`config.mk`:
```
export PLATFORM = sky130hd
export DESIGN_NAME = utlb
export DESIGN_NICKNAME = d
export VERILOG_FILES = /design/src/rtl/utlb_pkg.sv /design/src/rtl/utlb_data.sv /design/src/rtl/utlb_ctrl.sv /design/src/rtl/utlb.sv
export SDC_FILE = /design/constraint.sdc
export NUM_CORES = 1
export LEC_CHECK = 0
export ABC_AREA = 0
export BUFFER_PORTS_ARGS = -buffer_cell sky130_fd_sc_hd__clkbuf_2
export CAP_MARGIN = 10
export CORE_UTILIZATION = 40
export CTS_CLUSTER_SIZE = 20
export DETAILED_ROUTE_END_ITERATION = 8
export GPL_TIMING_DRIVEN = 0
export PLACE_DENSITY = 0.56
export SKIP_CTS_REPAIR_TIMING = 1
export SLEW_MARGIN = 20
export SYNTH_ARGS = -nofsm -noshare
export SYNTH_HDL_FRONTEND = slang
export SYNTH_HIERARCHICAL = 1
export SYNTH_SLANG_ARGS = --single-unit
export TNS_END_PERCENT = 10
```
`constraint.sdc`:
```
create_clock -name clk -period 3.7 [get_ports clk]
set_input_delay 0.74 -clock clk [delete_from_list [all_inputs] [get_ports clk]]
set_output_delay 0.74 -clock clk [all_outputs]
set_load 0.03 [all_outputs]
```
`src/rtl/utlb_pkg.sv`:
```
package utlb_pkg;

  // Strobes from the control FSM to the entry datapath
  typedef struct packed {
    logic captureTag;  // remember the missed tag
    logic latchFill;   // capture the main-TLB answer for delivery
    logic install;     // write the answer into the slot under the pointer
    logic flush;       // clear all valid bits, restart the pointer
  } utlbStrobe_t;

  typedef enum logic [1:0] {
    ST_IDLE = 2'd0,
    ST_REQ  = 2'd1,
    ST_DONE = 2'd2
  } utlbState_t;

endpackage

```
`src/rtl/utlb_data.sv`:
```
module utlb_data
  import utlb_pkg::*;
#(
  parameter int ENTRIES = 4,
  parameter int TAG_W   = 29,
  parameter int DATA_W  = 32
) (
  input  logic              clk,
  input  logic              rstN,
  input  utlbStrobe_t       strobe,
  input  logic [TAG_W-1:0]  lkTag,
  input  logic              refRspMiss,
  input  logic [DATA_W-1:0] refRspData,
  output logic              hit,
  output logic [DATA_W-1:0] hitData,
  output logic [TAG_W-1:0]  pendTag,
  output logic [DATA_W-1:0] doneData,
  output logic              doneFault
);

  localparam int PTR_W = (ENTRIES > 1) ? $clog2(ENTRIES) : 1;
  localparam logic [PTR_W-1:0] LAST_SLOT = PTR_W'(ENTRIES - 1);

  logic [ENTRIES-1:0] entryValid;
  logic [TAG_W-1:0]   entryTag  [ENTRIES];
  logic [DATA_W-1:0]  entryData [ENTRIES];
  logic [ENTRIES-1:0] hitVec;
  logic [PTR_W-1:0]   fillPtr;

  // One comparator and one write port per slot
  for (genvar gi = 0; gi < ENTRIES; gi++) begin : gSlot
    assign hitVec[gi] = entryValid[gi] && (entryTag[gi] == lkTag);

    always_ff @(posedge clk or negedge rstN) begin
      if (!rstN) begin
        entryValid[gi] <= 1'b0;
        entryTag[gi]   <= '0;
        entryData[gi]  <= '0;
      end else if (strobe.flush) begin
        entryValid[gi] <= 1'b0;
      end else if (strobe.install && (fillPtr == PTR_W'(gi))) begin
        entryValid[gi] <= 1'b1;
        entryTag[gi]   <= pendTag;
        entryData[gi]  <= refRspData;
      end
    end
  end

  assign hit = |hitVec;

  always_comb begin
    hitData = '0;
    for (int i = 0; i < ENTRIES; i++) begin
      if (hitVec[i]) hitData = hitData | entryData[i];
    end
  end

  // Round-robin replacement pointer
  always_ff @(posedge clk or negedge rstN) begin
    if (!rstN) begin
      fillPtr <= '0;
    end else if (strobe.flush) begin
      fillPtr <= '0;
    end else if (strobe.install) begin
      fillPtr <= (fillPtr == LAST_SLOT) ? '0 : fillPtr + 1'b1;
    end
  end

  // Missed tag and the captured answer
  always_ff @(posedge clk or negedge rstN) begin
    if (!rstN) begin
      pendTag   <= '0;
      doneData  <= '0;
      doneFault <= 1'b0;
    end else begin
      if (strobe.captureTag) pendTag <= lkTag;
      if (strobe.latchFill) begin
        doneData  <= refRspData;
        doneFault <= refRspMiss;
      end
    end
  end


  single_hit_chk: assert property (@(posedge clk) disable iff (!rstN)
    $onehot0(hitVec));


  ptr_advance_chk: assert property (@(posedge clk) disable iff (!rstN)
    (strobe.install && !strobe.flush) |=>
      (fillPtr == (($past(fillPtr) == LAST_SLOT) ? '0 : $past(fillPtr) + 1'b1)));


  flush_clears_chk: assert property (@(posedge clk) disable iff (!rstN)
    strobe.flush |=> (entryValid == '0) && (fillPtr == '0));

endmodule

```
`src/rtl/utlb_ctrl.sv`:
```
module utlb_ctrl
  import utlb_pkg::*;
(
  input  logic        clk,
  input  logic        rstN,
  input  logic        flushAll,
  input  logic        lkValid,
  input  logic        hit,
  input  logic        refRspValid,
  input  logic        refRspMiss,
  output utlbStrobe_t strobe,
  output logic        lkReady,
  output logic        refReqValid,
  output logic        hitValid,
  output logic        doneValid
);

  utlbState_t state, stateNext;
  logic       accept;

  always_comb begin
    stateNext   = state;
    strobe      = '0;
    lkReady     = 1'b0;
    refReqValid = 1'b0;
    hitValid    = 1'b0;
    doneValid   = 1'b0;
    accept      = 1'b0;
    strobe.flush = flushAll;

    unique case (state)
      ST_IDLE: begin
        lkReady  = !flushAll;
        accept   = lkValid && !flushAll;
        hitValid = accept && hit;
        if (accept && !hit) begin
          strobe.captureTag = 1'b1;
          stateNext = ST_REQ;
        end
      end
      ST_REQ: begin
        refReqValid = 1'b1;
        if (flushAll) begin
          stateNext = ST_IDLE;
        end else if (refRspValid) begin
          strobe.latchFill = 1'b1;
          strobe.install   = !refRspMiss;
          stateNext = ST_DONE;
        end
      end
      ST_DONE: begin
        doneValid = 1'b1;
        stateNext = ST_IDLE;
      end
      default: stateNext = ST_IDLE;
    endcase
  end

  always_ff @(posedge clk or negedge rstN) begin
    if (!rstN) state <= ST_IDLE;
    else       state <= stateNext;
  end


  stall_while_busy_chk: assert property (@(posedge clk) disable iff (!rstN)
    (refReqValid || doneValid) |-> !lkReady);


  req_only_on_miss_chk: assert property (@(posedge clk) disable iff (!rstN)
    $rose(refReqValid) |-> $past(lkValid && lkReady && !hit));


  answer_delivers_chk: assert property (@(posedge clk) disable iff (!rstN)
    (refReqValid && refRspValid && !flushAll) |=> doneValid);


  flush_cancels_chk: assert property (@(posedge clk) disable iff (!rstN)
    flushAll |=> (!refReqValid && !doneValid));


  stray_ignored_chk: assert property (@(posedge clk) disable iff (!rstN)
    (refRspValid && !refReqValid) |=> !doneValid);

endmodule

```
`src/rtl/utlb.sv`:
```
module utlb
  import utlb_pkg::*;
#(
  parameter int ENTRIES = 4,
  parameter int TAG_W   = 29,
  parameter int DATA_W  = 32
) (
  input  logic              clk,
  input  logic              rstN,
  input  logic              flushAll,
  input  logic              lkValid,
  input  logic [TAG_W-1:0]  lkTag,
  output logic              lkReady,
  output logic              respValid,
  output logic              respFault,
  output logic [DATA_W-1:0] respData,
  output logic              refReqValid,
  output logic [TAG_W-1:0]  refReqTag,
  input  logic              refRspValid,
  input  logic              refRspMiss,
  input  logic [DATA_W-1:0] refRspData
);

  utlbStrobe_t       strobe;
  logic              hit, hitValid, doneValid, doneFault;
  logic [DATA_W-1:0] hitData, doneData;

  utlb_ctrl u_ctrl (
    .clk         (clk),
    .rstN        (rstN),
    .flushAll    (flushAll),
    .lkValid     (lkValid),
    .hit         (hit),
    .refRspValid (refRspValid),
    .refRspMiss  (refRspMiss),
    .strobe      (strobe),
    .lkReady     (lkReady),
    .refReqValid (refReqValid),
    .hitValid    (hitValid),
    .doneValid   (doneValid)
  );

  utlb_data #(
    .ENTRIES (ENTRIES),
    .TAG_W   (TAG_W),
    .DATA_W  (DATA_W)
  ) u_data (
    .clk        (clk),
    .rstN       (rstN),
    .strobe     (strobe),
    .lkTag      (lkTag),
    .refRspMiss (refRspMiss),
    .refRspData (refRspData),
    .hit        (hit),
    .hitData    (hitData),
    .pendTag    (refReqTag),
    .doneData   (doneData),
    .doneFault  (doneFault)
  );

  assign respValid = hitValid || doneValid;
  assign respFault = doneValid && doneFault;
  assign respData  = doneValid ? doneData : hitData;


  hit_no_fault_chk: assert property (@(posedge clk) disable iff (!rstN)
    hitValid |-> (!respFault && !refReqValid));

endmodule

```
== Word level (Yosys, flattened, before mapping) ==
Index checks and enable logic that the tools add are counted.
Widths: inputs -> output; s select.
Storage, ports and cells
  register bits after elaboration: 314
  output and inout port bits: 65
  bits of input ports: 67
  logic and storage cells: 91
Cells by class
  multiplexer cells: 29
  eq/ne operators: 11
  add/sub/neg operators: 1
  reduce and logical (&&, ||, !) cells: 29
  bitwise gates (word level): 4
Operator list (count)
  $mux 32: 5
  $eq 29x29->1: 4
  $or 32x32->32: 3
  $mux 2: 9
  $mux 1: 14
  $logic_and 1x1->1: 12
  $reduce_and 2->1: 5
  $reduce_bool 2->1: 5
  $eq 2x2->1 const B: 3
  $eq 2x1->1 const B: 2
  $logic_not 2->1: 2
  $pmux 2 s2: 1
  $reduce_or 4->1: 1
  $logic_not 1->1: 3
  $ne 3x3->1 const B: 1
  $add 2x1->2 const B: 1
  $ne 2x1->1 const B: 1
  $logic_or 1x1->1: 1
  $not 1->1: 1

== Longest topological paths before layout ==
Gate-level depths: netlist of the first run.
  depth after elaboration: 10
  gate-level depth with buffers: 11
  mapped depth without buffers: 7

== Cells and area by module ==
The synthesis of the first run kept the hierarchy.
Modules (own cells, without submodules)
  utlb_data: sequential area each 7807.5 µm², cells each 1048, instances 1, area each 14157.3 µm²
  utlb: sequential area each 0.0 µm², cells each 38, instances 1, area each 549.3 µm²
  utlb_ctrl: sequential area each 50.0 µm², cells each 14, instances 1, area each 148.9 µm²

== Least setup slack after synthesis of the first run ==
Ideal clock, no wire load.
  path type: input to register
  start point: input port lkTag[1]
  end point: register u_data.pendTag[18]
  cell stages on the path: 11
  data required time: 3.575 ns
  path slack: 0.602 ns
  arrival: 2.973 ns
  buffers on the path: 4
  library setup time: 0.125 ns
  path through: clkbuf_1 -> xnor2_1 -> nand4_1 -> nor4_4 -> buf_2 -> nand2_1 -> nand4_1 -> and3b_1 -> clkbuf_1 -> clkbuf_1 -> mux2_2
RTL lines
  start: declaration: RTL line utlb.sv:12  | input logic [TAG_W-1:0] lkTag,
  end signal: assignment: RTL line utlb_data.sv:76  | if (strobe.captureTag) pendTag <= lkTag;
  end: declaration: RTL line utlb_data.sv:16  | output logic [TAG_W-1:0] pendTag,

== Worst setup path after layout of the first run ==
  start point: input port lkTag[8]
  end point: output port respData[17]
On the way
  longest elaborated chain between the ends: 10
  elaborated cells between the ends (all ways): 16
  those cells by class: eq/ne (4); mux (5); bitwise (3); reduce/logical (4)
RTL lines
  $eq 29x29->1: RTL line utlb_data.sv:32  | assign hitVec[gi] = entryValid[gi] && (entryTag[gi] == lkTag);
  $logic_and 1x1->1: RTL line utlb_data.sv:32
  $mux 32: RTL line utlb_data.sv:54  | if (hitVec[i]) hitData = hitData | entryData[i];
  $or 32x32->32: RTL line utlb_data.sv:54
  $mux 32: RTL line utlb_data.sv:54
  $or 32x32->32: RTL line utlb_data.sv:54
  $mux 32: RTL line utlb_data.sv:54
  $or 32x32->32: RTL line utlb_data.sv:54
  $mux 32 (*): RTL line utlb_data.sv:54
  named net hitData[17]: RTL line utlb.sv:26  | logic [DATA_W-1:0] hitData, doneData;
  $mux 32 (*): RTL line utlb.sv:63  | assign respData = doneValid ? doneData : hitData;
  end: declaration: RTL line utlb.sv:16  | output logic [DATA_W-1:0] respData,
The timed path passes the listed nets; every way through them passes the cells marked *.

==> results of run 1 <==
-- stage by stage --
step           cells  area, µm²
2_1_floorplan   1100      14900
3_3_place_gp    1671      16000
3_5_place_dp    1676      16100
4_1_cts         1741      17300
5_1_grt         1754      17500
6_report        1754      17500
-- worst max-delay path by stage --
stage / from / to
6_report: lkTag[8] / respData[17]
2_1_floorplan: lkTag[1] / u_data/pendTag[18]
3_5_place_dp: lkTag[8] / u_data/pendTag[22]
3_3_place_gp: rstN / u_data/doneData[22]
4_1_cts: u_data/entryTag[95] / respData[11]
5_1_grt: u_data/entryTag[5] / respValid
-- worst max-delay path, cell delays in order --
cell and delay (ns):
sky130_fd_sc_hd__buf_2 0.15, sky130_fd_sc_hd__xnor2_2 0.23, sky130_fd_sc_hd__nand4_1 0.22, sky130_fd_sc_hd__nor4_4 0.46
sky130_fd_sc_hd__nand2_2 0.21, sky130_fd_sc_hd__buf_6 0.21, sky130_fd_sc_hd__o2111ai_1 0.26, sky130_fd_sc_hd__mux2_4 0.19
sky130_fd_sc_hd__clkbuf_2 0.19
-- routing by layer --
layer	part of all wire (%)	vias to the layer above	routed length, µm	global-route usage (%)
met5	0	-	0	0
met4	1.9	0	732	4.85
met3	4.1	51	1540	3.04
met2	48	170	18100	32.9
met1	46	4837	17300	28.4
li1	-	4249	-	-
-- power by group through the flow --
stage	clock [W]	sequential, W	combinational [W]
2_1_floorplan	0	0.00414	0.000556
3_3_place_gp	0	0.00408	0.000991
3_5_place_dp	0	0.00409	0.00102
4_1_cts	0.00368	0.00403	0.00102
5_1_grt	0.00380	0.00408	0.00109
6_report	0.00358	0.00403	0.00101
-- cell usage in the layout, fill, tap and decap left out, types with 2 or more instances in the layout --
cell	netlist	final
sky130_fd_sc_hd__buf_12	3	4
sky130_fd_sc_hd__buf_16	0	3
sky130_fd_sc_hd__buf_2	68	63
sky130_fd_sc_hd__buf_4	2	14
sky130_fd_sc_hd__buf_6	2	5
sky130_fd_sc_hd__bufinv_16	0	2
sky130_fd_sc_hd__clkbuf_1	14	11
sky130_fd_sc_hd__clkbuf_16	0	37
sky130_fd_sc_hd__clkbuf_2	0	108
sky130_fd_sc_hd__clkbuf_4	0	5
sky130_fd_sc_hd__clkbuf_8	0	9
sky130_fd_sc_hd__clkinv_2	0	8
sky130_fd_sc_hd__clkinvlp_4	0	4
sky130_fd_sc_hd__dfrtp_1	314	314
sky130_fd_sc_hd__ha_1	4	4
sky130_fd_sc_hd__inv_1	8	8
sky130_fd_sc_hd__inv_6	0	2
sky130_fd_sc_hd__mux2_2	310	310
sky130_fd_sc_hd__mux2_4	28	28
sky130_fd_sc_hd__nand2_1	43	42
sky130_fd_sc_hd__nand3_1	97	97
sky130_fd_sc_hd__nand4_1	28	28
sky130_fd_sc_hd__nor2_1	2	2
sky130_fd_sc_hd__nor2b_1	3	3
sky130_fd_sc_hd__nor4_4	5	8
sky130_fd_sc_hd__o2111ai_1	17	13
sky130_fd_sc_hd__o2111ai_2	15	19
sky130_fd_sc_hd__o21ai_0	4	4
sky130_fd_sc_hd__xnor2_1	114	106
sky130_fd_sc_hd__xnor2_2	0	8
-- synthesized netlist by cell type, drive strengths merged (2+ instances only) --
library cell	n	area share (%)
buf	75	2.9
clkbuf	14	0.35
dfrtp	314	53
ha	4	0.34
inv	9	0.23
mux2	338	26
nand2	43	1.1
nand3	97	3.3
nand4	28	1.2
nor2	2	0.051
nor2b	3	0.13
nor4	8	0.97
o2111ai	32	2.5
o21ai	4	0.13
xnor2	114	6.7
-- registers in the layout, summed over array words and instances, names as in the netlist --
register           flops
u_ctrl/state           2
u_data/doneData       32
u_data/doneFault       1
u_data/entryData     128
u_data/entryTag      116
u_data/entryValid      4
u_data/fillPtr         2
u_data/pendTag        29
-- cells by family after synthesis --
kind of cell	count (synthesis)	share of synthesized area, %
simple gates	191	7.21
fa+ha+maj	4	0.337
buf+inv	98	3.53
xor+xnor	114	6.72
flops	314	52.9
mux	339	26.4
compound gates	40	2.91
-- area by class of cell --
type	instances	share of cell area (%)
Sequential cell	314	44.8
Clock inverter	16	0.843
Tap cell	468	3.34
Clock buffer	49	6.00
Inverter	9	0.193
Buffer	89	3.03
Timing Repair Buffer	121	4.15
Multi-Input combinational cell	688	37.6
==> impl_table.tex, run 1 <==
\begin{tabular}{lr}
\hline
Metric & Value \\
\hline
\multicolumn{2}{l}{\textbf{STA}} \\
\quad Final critical delay including setup and external delays & 3.61 ns \\
\quad Max Clock Skew & 0.0269 ns \\
\quad Slack of the critical path & 0.0870 ns \\
\quad Period utilization & 97.6\% \\
\quad Worst-Margin Slew & 0.863 ns \\
\quad RSZ-0062 raised after global routing & yes \\
\quad Peak clock frequency supported by timing & 277 MHz \\
\quad Worst Hold Slack & 0.266 ns \\
\quad Max-Slew Margin vs Limit & 42.5\% \\
\quad Total negative slack & 0 ns \\
\quad Final hold viol count & 0 \\
\quad Final Max Tran Viols & 0 \\
\quad Final Setup Violations & 0 \\
\multicolumn{2}{l}{\textbf{Clock tree}} \\
\quad Insertion delay of the later-clocked pin in the worst-skew pair & 0.53 ns \\
\quad CTS tree & yes \\
\quad Number of H-tree branching levels & 2 \\
\quad Sink count of the clock tree & 314 \\
\quad Inserted Clock Buffers & 37 \\
\quad Clock transition at path regs & 0.05 ns \\
\quad Maximum count of clock buffers along a single path & 3 \\
\quad Root cell of the clock tree & sky130\_fd\_sc\_hd\_\_clkbuf\_16 \\
\multicolumn{2}{l}{\textbf{Drt}} \\
\quad 1st-pass router iterations & 4 \\
\quad Number of vias in the routed layout & 9307 \\
\quad 1st-iter DRT viols & 421 \\
\quad Routed Wire Length & 37.7 mm \\
\quad Post-route antenna net violation count & 0 \\
\quad Ratio of routed vias to standard cells & 5.31 \\
\quad Final routed wire length divided by cell count & 21.5 µm \\
\quad \# DRC & 0 \\
\multicolumn{2}{l}{\textbf{Yosys}} \\
\quad Seq cells post-synth & 314 \\
\quad Share of the yosys chip area belonging to registers & 52.9\% \\
\quad Average footprint of a synthesized cell & 13.5 µm² \\
\quad Number of unique standard cell types used by synthesis & 37 \\
\quad Post-synth EDFFs & 0 \\
\quad Warnings, synthesis & 6 \\
\quad Summed instance area of the synthesized netlist & 14900 µm² \\
\quad Async set-reset flop share out of synthesis & 100\% \\
\quad Prevailing post-synth register cell & sky130\_fd\_sc\_hd\_\_dfrtp\_1 \\
\quad Post-synth net total & 1171 \\
\quad Cell count after synthesis & 1100 \\
\multicolumn{2}{l}{\textbf{Floorplan}} \\
\quad Ports placed on the boundary & 132 \\
\quad Die Height & 195 µm \\
\quad Cell Rows & 70 \\
\quad Total die area & 37900 µm² \\
\quad Horiz. Die Dim & 195 µm \\
\quad Standard cell core area & 36600 µm² \\
\quad Initial standard-cell utilization of the core & 40.6\% \\
\multicolumn{2}{l}{\textbf{Worst setup path}} \\
\quad Number of cells on the worst reg-to-reg path & 11 \\
\quad CP startpoint kind & input port \\
\quad R2r setup slk & 0.43 ns \\
\quad Reg2reg end & u\_data/pendTag[22] \\
\quad Category of the worst setup path capture point & output pin \\
\quad Worst endpoint data arrival time & 2.87 ns \\
\quad R2R Path Start & u\_data/entryTag[95] \\
\quad Critical-path maximum fanout & 10 \\
\quad Worst setup path category & input port to output pin \\
\quad Required time of the worst setup path & 2.96 ns \\
\multicolumn{2}{l}{\textbf{Status}} \\
\quad Status & finished, final reports clean \\
\multicolumn{2}{l}{\textbf{GRT}} \\
\quad Total Routing Usage GR & 20.2\% \\
\quad Overall overflow remaining after global route & 0 \\
\quad Pin count of the biggest net entering global routing & 86 \\
\quad Number of antenna violations at the first check in global routing & 1 \\
\quad Vias in the first global route & 9470 \\
\quad First-pass GRT wire length & 58.3 mm \\
\multicolumn{2}{l}{\textbf{Placement}} \\
\quad Worst setup slack before clock tree synthesis & -0.839 ns \\
\quad Post-DP HPWL & 25.7 mm \\
\quad IO buf count & 103 \\
\quad Routability congestion estimate from global placement & 0.773 \\
\multicolumn{2}{l}{\textbf{Run}} \\
\quad Max Cap Viol & 0 \\
\multicolumn{2}{l}{\textbf{Cells and area}} \\
\quad Final net count & 1331 \\
\quad Share of layout cells above drive strength 1 & 49.9\% \\
\quad Combined area of the multi-input logic cells & 6590 µm² \\
\quad Util after Layout & 47.9\% \\
\quad Register Area & 7860 µm² \\
\quad Count of antenna diodes in the layout & 0 \\
\quad \# fillers & 3340 \\
\quad Area Growth Syn to Fin & 17.9\% \\
\multicolumn{2}{l}{\textbf{Hold path}} \\
\quad Classification of the worst-slack hold path & input port to async pin \\
\multicolumn{2}{l}{\textbf{Pwr}} \\
\quad Combinational Power Share & 11.7\% \\
\quad P\_int & 0.00638 W \\
\quad Net Switching & 0.00223 W \\
\quad Max IR drop VDD & 0.284 mV \\
\quad Power Dens Cells & 492 nW/µm² \\
\quad Part of the power in the clock network & 41.6\% \\
\quad Part of the total power dissipated in sequential elements & 46.7\% \\
\quad Overall Power & 0.00862 W \\
\quad Sw frac & 25.9\% \\
\quad Pleak & 8.23 nW \\
\hline
\end{tabular}
No activity file was read; power rests on OpenSTA's default activity.
==> run 2: changes to the inputs <==
- CORE_ASPECT_RATIO: default -> 1.75
==> impl_table.tex, run 2 (synthesis gave the netlist of run 1 again) <==
\begin{tabular}{lr}
\hline
Metric & Value \\
\hline
\multicolumn{2}{l}{\textbf{Status}} \\
\quad Status & finished, final reports clean \\
\multicolumn{2}{l}{\textbf{Drt}} \\
\quad Routed Wire Length & 39.6 mm (+5.0\%) \\
\quad Final routed wire length divided by cell count & 22.6 µm (+5.3\%) \\
\quad Ratio of routed vias to standard cells & 5.32 (+0.25\%) \\
\quad 1st-iter DRT viols & 423 (+0.48\%) \\
\quad Post-route antenna net violation count & 0 (unchanged) \\
\quad 1st-pass router iterations & 5 (+1) \\
\quad \# DRC & 0 (unchanged) \\
\quad Number of vias in the routed layout & 9304 (-0.032\%) \\
\multicolumn{2}{l}{\textbf{Clock tree}} \\
\quad Sink count of the clock tree & 314 (unchanged) \\
\quad Maximum count of clock buffers along a single path & 3 (unchanged) \\
\quad Root cell of the clock tree & sky130\_fd\_sc\_hd\_\_clkbuf\_16 \\
\quad Insertion delay of the later-clocked pin in the worst-skew pair & 0.57 ns (+0.04 ns) \\
\quad Number of H-tree branching levels & 1 (-1) \\
\quad CTS tree & yes \\
\quad Inserted Clock Buffers & 31 (-16\%) \\
\quad Clock transition at path regs & 0.06 ns (about the same) \\
\multicolumn{2}{l}{\textbf{Worst setup path}} \\
\quad Critical-path maximum fanout & 10 (unchanged) \\
\quad Required time of the worst setup path & 2.96 ns (about the same) \\
\quad CP startpoint kind & flip-flop \\
\quad R2R Path Start & u\_data/entryTag[27] \\
\quad R2r setup slk & 0.25 ns (-0.18 ns) \\
\quad Worst setup path category & flip-flop to output pin \\
\quad Worst endpoint data arrival time & 2.88 ns (about the same) \\
\quad Number of cells on the worst reg-to-reg path & 11 (unchanged) \\
\quad Reg2reg end & u\_data/pendTag[20] \\
\quad Category of the worst setup path capture point & output pin \\
\multicolumn{2}{l}{\textbf{Floorplan}} \\
\quad Total die area & 37900 µm² (about the same) \\
\quad Ports placed on the boundary & 132 (unchanged) \\
\quad Die Height & 257 µm (+32\%) \\
\quad Cell Rows & 93 (+33\%) \\
\quad Standard cell core area & 36700 µm² (+0.12\%) \\
\quad Horiz. Die Dim & 148 µm (-24\%) \\
\quad Initial standard-cell utilization of the core & 40.5\% (-0.048 points) \\
\multicolumn{2}{l}{\textbf{GRT}} \\
\quad First-pass GRT wire length & 60.4 mm (+3.6\%) \\
\quad Total Routing Usage GR & 21.2\% (+0.96 points) \\
\quad Vias in the first global route & 9789 (+3.4\%) \\
\quad Overall overflow remaining after global route & 0 (unchanged) \\
\quad Number of antenna violations at the first check in global routing & 1 (unchanged) \\
\quad Pin count of the biggest net entering global routing & 88 (+2.3\%) \\
\multicolumn{2}{l}{\textbf{STA}} \\
\quad Worst Hold Slack & 0.148 ns (-0.118 ns) \\
\quad Final Max Tran Viols & 0 (unchanged) \\
\quad Peak clock frequency supported by timing & 276 MHz (-0.28\%) \\
\quad Max-Slew Margin vs Limit & 44.9\% (+2.4 points) \\
\quad Period utilization & 97.9\% (+0.28 points) \\
\quad Worst-Margin Slew & 0.827 ns (-0.0358 ns) \\
\quad Final critical delay including setup and external delays & 3.62 ns (+0.0102 ns) \\
\quad Final hold viol count & 0 (unchanged) \\
\quad Total negative slack & 0 ns (unchanged) \\
\quad Max Clock Skew & 0.0196 ns (-0.00737 ns) \\
\quad Final Setup Violations & 0 (unchanged) \\
\multicolumn{2}{l}{\textbf{Placement}} \\
\quad IO buf count & 103 (unchanged) \\
\quad Routability congestion estimate from global placement & 0.815 (+5.4\%) \\
\quad Post-DP HPWL & 28.1 mm (+9.1\%) \\
\multicolumn{2}{l}{\textbf{Cells and area}} \\
\quad Util after Layout & 48.0\% (+0.19 points) \\
\quad Commonest non-fill, non-tap cells in the layout & sky130\_fd\_sc\_hd\_\_dfrtp\_1, sky130\_fd\_sc\_hd\_\_mux2\_2, sky130\_fd\_sc\_hd\_\_clkbuf\_2 \\
\quad Register with the most flip-flops & u\_data/entryData \\
\quad Registers with the most flip-flops & u\_data/entryData x128, u\_data/entryTag x116, u\_data/doneData x32 \\
\quad Largest register FFs & 128 (unchanged) \\
\quad Area Growth Syn to Fin & 18.5\% \\
\quad Share of layout cells above drive strength 1 & 50.7\% (+0.78 points) \\
\quad Final net count & 1322 (-0.68\%) \\
\quad Most common cell after layout, fill and taps aside & sky130\_fd\_sc\_hd\_\_dfrtp\_1 \\
\quad Count of antenna diodes in the layout & 0 (unchanged) \\
\multicolumn{2}{l}{\textbf{Pwr}} \\
\quad Max IR drop VDD & 0.410 mV (+44\%) \\
\quad Overall Power & 0.00838 W (-2.7\%) \\
\quad Pleak & 8.27 nW (+0.49\%) \\
\quad Power Dens Cells & 476 nW/µm² (-3.2\%) \\
\multicolumn{2}{l}{\textbf{Hold path}} \\
\quad Classification of the worst-slack hold path & input port to async pin \\
\multicolumn{2}{l}{\textbf{Run}} \\
\quad Max Cap Viol & 0 (unchanged) \\
\hline
\end{tabular}
[run 2: per-stage QoR]
stage / setup WS (ns) / instances / cell area [µm²]
after detailed placement: -1.02 / 1681 / 16100
after CTS: -0.591 / 1737 / 17100
after global routing: -0.0335 / 1749 / 17600
after global placement: -5.26 / 1678 / 16000
final: 0.0768 / 1749 / 17600
after floorplan: 0.602 / 1100 / 14900
[run 2: power breakdown]
group / switching, W / internal (W) / total (W)
Combinational: 0.000556 / 0.000492 / 0.00105
Sequential: 0.000272 / 0.00377 / 0.00404
Clock: 0.00135 / 0.00194 / 0.00329
[run 2: worst max-delay path, stage by stage (launching register included)]
cell                        delay, ns
sky130_fd_sc_hd__dfrtp_1         0.39
sky130_fd_sc_hd__xnor2_1         0.29
sky130_fd_sc_hd__nand4_1         0.26
sky130_fd_sc_hd__nor4_4          0.30
sky130_fd_sc_hd__buf_4           0.21
sky130_fd_sc_hd__clkbuf_4        0.22
sky130_fd_sc_hd__nand3_1         0.15
sky130_fd_sc_hd__o2111ai_4       0.12
sky130_fd_sc_hd__mux2_4          0.20
sky130_fd_sc_hd__buf_2           0.19
[run 2: worst max-delay path by stage]
stage	startpoint	endpoint	depth (start not counted)
global placement	rstN	u_data/pendTag[2]	1
finish	u_data/entryTag[63]	respData[2]	9
detailed placement	lkTag[23]	u_data/pendTag[20]	11
CTS	u_data/entryTag[110]	respData[2]	8
floorplan	lkTag[1]	u_data/pendTag[18]	11
global route	u_data/entryTag[109]	respValid	10
[run 2: metal layers]
layer | track usage, % | vias to the layer above | part of all wire, % | wire (µm)
li1 | - | 4217 | - | -
met1 | 23.9 | 4827 | 37 | 14800
met2 | 39.3 | 187 | 55 | 21900
met3 | 2.32 | 71 | 3.1 | 1240
met4 | 10.3 | 2 | 4.2 | 1660
met5 | 0 | - | 0.020 | 8
[run 2: layout make-up]
type | instances | area, µm²
plain buffers | 89 | 582
clock buffers | 46 | 932
clock inverters | 10 | 131
fillers | 3342 | 19000
inverters | 9 | 33.8
multi-input cells | 688 | 6750
flip-flops and latches | 314 | 7860
well taps | 475 | 594
repair buffers | 118 | 729
==> run 3: changes to the inputs <==
- CTS_BUF_LIST: default -> sky130_fd_sc_hd__clkbuf_16
==> impl_table.tex, run 3 (synthesis gave the netlist of run 1 again) <==
\begin{tabular}{lr}
\hline
Metric & Value \\
\hline
\multicolumn{2}{l}{\textbf{Pwr}} \\
\quad Overall Power & 0.00815 W (-2.8\%) \\
\quad Pleak & 8.23 nW (-0.48\%) \\
\quad Max IR drop VDD & 0.398 mV (-3.2\%) \\
\quad Power Dens Cells & 466 nW/µm² (-2.2\%) \\
\multicolumn{2}{l}{\textbf{Floorplan}} \\
\quad Cell Rows & 93 (unchanged) \\
\quad Total die area & 37900 µm² (unchanged) \\
\quad Horiz. Die Dim & 148 µm (unchanged) \\
\quad Die Height & 257 µm (unchanged) \\
\quad Standard cell core area & 36700 µm² (unchanged) \\
\quad Initial standard-cell utilization of the core & 40.5\% (unchanged) \\
\quad Ports placed on the boundary & 132 (unchanged) \\
\multicolumn{2}{l}{\textbf{Drt}} \\
\quad 1st-pass router iterations & 4 (-1) \\
\quad Number of vias in the routed layout & 9305 (+0.011\%) \\
\quad 1st-iter DRT viols & 430 (+1.7\%) \\
\quad Post-route antenna net violation count & 0 (unchanged) \\
\quad Ratio of routed vias to standard cells & 5.32 (about the same) \\
\quad Final routed wire length divided by cell count & 22.6 µm (-0.14\%) \\
\quad \# DRC & 0 (unchanged) \\
\quad Routed Wire Length & 39.5 mm (-0.14\%) \\
\multicolumn{2}{l}{\textbf{Cells and area}} \\
\quad Non-filler cells, final & 1749 (unchanged) \\
\quad Final net count & 1322 (unchanged) \\
\quad Largest register FFs & 128 (unchanged) \\
\quad Most common cell after layout, fill and taps aside & sky130\_fd\_sc\_hd\_\_dfrtp\_1 \\
\quad Register with the most flip-flops & u\_data/entryData \\
\quad \# fillers & 3355 (+0.39\%) \\
\quad Count of antenna diodes in the layout & 0 (unchanged) \\
\quad Area Growth Syn to Fin & 17.8\% \\
\quad Commonest non-fill, non-tap cells in the layout & sky130\_fd\_sc\_hd\_\_dfrtp\_1, sky130\_fd\_sc\_hd\_\_mux2\_2, sky130\_fd\_sc\_hd\_\_clkbuf\_2 \\
\quad Registers with the most flip-flops & u\_data/entryData x128, u\_data/entryTag x116, u\_data/doneData x32 \\
\quad Share of layout cells above drive strength 1 & 49.8\% (-0.86 points) \\
\multicolumn{2}{l}{\textbf{Clock tree}} \\
\quad Clock transition at path regs & 0.06 ns (about the same) \\
\quad Insertion delay of the later-clocked pin in the worst-skew pair & 0.57 ns (about the same) \\
\quad Inserted Clock Buffers & 31 (unchanged) \\
\quad CTS tree & yes \\
\quad Number of H-tree branching levels & 1 (unchanged) \\
\quad Maximum count of clock buffers along a single path & 3 (unchanged) \\
\quad Sink count of the clock tree & 314 (unchanged) \\
\quad Root cell of the clock tree & sky130\_fd\_sc\_hd\_\_clkbuf\_16 \\
\multicolumn{2}{l}{\textbf{STA}} \\
\quad Period utilization & 97.6\% (-0.30 points) \\
\quad Worst Hold Slack & 0.155 ns (+0.00653 ns) \\
\quad Final hold viol count & 0 (unchanged) \\
\quad Final Max Tran Viols & 0 (unchanged) \\
\quad Final Setup Violations & 0 (unchanged) \\
\quad Final critical delay including setup and external delays & 3.61 ns (-0.0112 ns) \\
\quad Slack of the critical path & 0.0880 ns (+0.0112 ns) \\
\quad Peak clock frequency supported by timing & 277 MHz (+0.31\%) \\
\quad Worst-Margin Slew & 0.828 ns (+0.00120 ns) \\
\quad Max-Slew Margin vs Limit & 44.8\% (-0.080 points) \\
\quad Max Clock Skew & 0.0163 ns (-0.00327 ns) \\
\multicolumn{2}{l}{\textbf{Worst setup path}} \\
\quad R2R Path Start & u\_data/entryTag[95] \\
\quad Top cell family by delay on the critical path & simple AND/OR/NAND/NOR gates \\
\quad Worst setup path category & flip-flop to output pin \\
\quad Critical path's largest stage delay & 0.40 ns (about the same) \\
\quad Worst path buffer plus inverter count & 3 (unchanged) \\
\quad Cells along the critical path & xnor2\_2, nand4\_1, nor4\_4, buf\_4, clkbuf\_4, nand3\_1, o2111ai\_4, mux2\_4, buf\_2 \\
\quad Critical-path maximum fanout & 10 (unchanged) \\
\quad Library cell contributing the largest single delay on the critical path & sky130\_fd\_sc\_hd\_\_dfrtp\_1 \\
\quad Required time of the worst setup path & 2.96 ns (about the same) \\
\quad Worst endpoint data arrival time & 2.87 ns (about the same) \\
\quad Critical Path Start & u\_data/entryTag[75] \\
\quad CP startpoint kind & flip-flop \\
\quad Category of the worst setup path capture point & output pin \\
\multicolumn{2}{l}{\textbf{Hold path}} \\
\quad Classification of the worst-slack hold path & input port to async pin \\
\multicolumn{2}{l}{\textbf{Placement}} \\
\quad Routability congestion estimate from global placement & 0.815 (unchanged) \\
\quad Placed cell count & 1681 (unchanged) \\
\quad IO buf count & 103 (unchanged) \\
\quad Post-DP HPWL & 28.1 mm (unchanged) \\
\quad Worst setup slack before clock tree synthesis & -1.02 ns (unchanged) \\
\multicolumn{2}{l}{\textbf{Status}} \\
\quad Status & finished, final reports clean \\
\multicolumn{2}{l}{\textbf{GRT}} \\
\quad Overall overflow remaining after global route & 0 (unchanged) \\
\quad Number of antenna violations at the first check in global routing & 1 (unchanged) \\
\quad Pin count of the biggest net entering global routing & 88 (unchanged) \\
\quad First-pass GRT wire length & 60.4 mm (about the same) \\
\quad Vias in the first global route & 9797 (+0.082\%) \\
\quad Total Routing Usage GR & 21.2\% (-0.023 points) \\
\multicolumn{2}{l}{\textbf{Run}} \\
\quad Max Cap Viol & 0 (unchanged) \\
\hline
\end{tabular}
## run 3: changes by cell type in the layout (fill, tap and decap cells not counted), sizes merged
cell | previous run | this run
clkbuf | 168 | 153
clkinv | 6 | 16
inv | 10 | 15
## run 3: area by class of cell
cell class	instances	area [µm²]	area share [%]
sequential	314	7860	44.9
multi-input combinational	688	6740	38.5
timing repair buffer	118	729	4.17
clock inverter	25	188	1.07
clock buffer	31	776	4.43
buffer	89	582	3.32
tap	475	594	3.40
inverter	9	33.8	0.193
## run 3: metal layers
| layer | up-vias | part of all wire, % | global-route usage, % |
|---|---|---|---|
| met4 | 2 | 4.0 | 10.1 |
| li1 | 4209 | - | - |
| met1 | 4839 | 38 | 23.9 |
| met3 | 74 | 2.9 | 2.29 |
| met2 | 181 | 56 | 39.3 |
| met5 | - | 0.020 | 0 |
## run 3: path summary, 6_finish.rpt
| kind | to | slack (ns) | cells after the start |
|---|---|---|---|
| min | u_data/doneData[26] | 0.15 | 1 |
| max reg2reg | u_data/pendTag[20] | 0.24 | 11 |
| min reg2reg | u_data/doneFault | 0.50 | 1 |
| max | respData[2] | 0.09 | 9 |
| max in group asynchronous | u_data/pendTag[13] | 2.27 | 3 |
| min in group clk | u_ctrl/state[0] | 0.41 | 2 |
## run 3: worst register-to-register path: stages (launching register included)
cell	delay [ns]
sky130_fd_sc_hd__dfrtp_1	0.41
sky130_fd_sc_hd__xnor2_2	0.16
sky130_fd_sc_hd__nand4_1	0.21
sky130_fd_sc_hd__nor4_4	0.08
sky130_fd_sc_hd__buf_4	0.17
sky130_fd_sc_hd__buf_4	0.19
sky130_fd_sc_hd__nand2_1	0.07
sky130_fd_sc_hd__nand4_1	0.18
sky130_fd_sc_hd__and3b_1	0.35
sky130_fd_sc_hd__clkbuf_2	0.43
sky130_fd_sc_hd__clkbuf_1	0.66
sky130_fd_sc_hd__mux2_2	0.43
## run 3: power breakdown
group	switching [W]	internal, W	total [W]
registers	0.000272	0.00377	0.00404
clock network	0.00134	0.00172	0.00306
logic	0.000555	0.000492	0.00105
## run 3: per-stage QoR
| step | util, % | TNS (ns) | cell area, µm² |
|---|---|---|---|
| after global routing | 47.8 | -0.0446 | 17500 |
| after floorplan | - | 0 | 14900 |
| after global placement | 43.6 | -1663.10 | 16000 |
| after CTS | 46.4 | -19.45 | 17000 |
| final | 47.8 | 0 | 17500 |
| after detailed placement | 43.8 | -30.41 | 16100 |
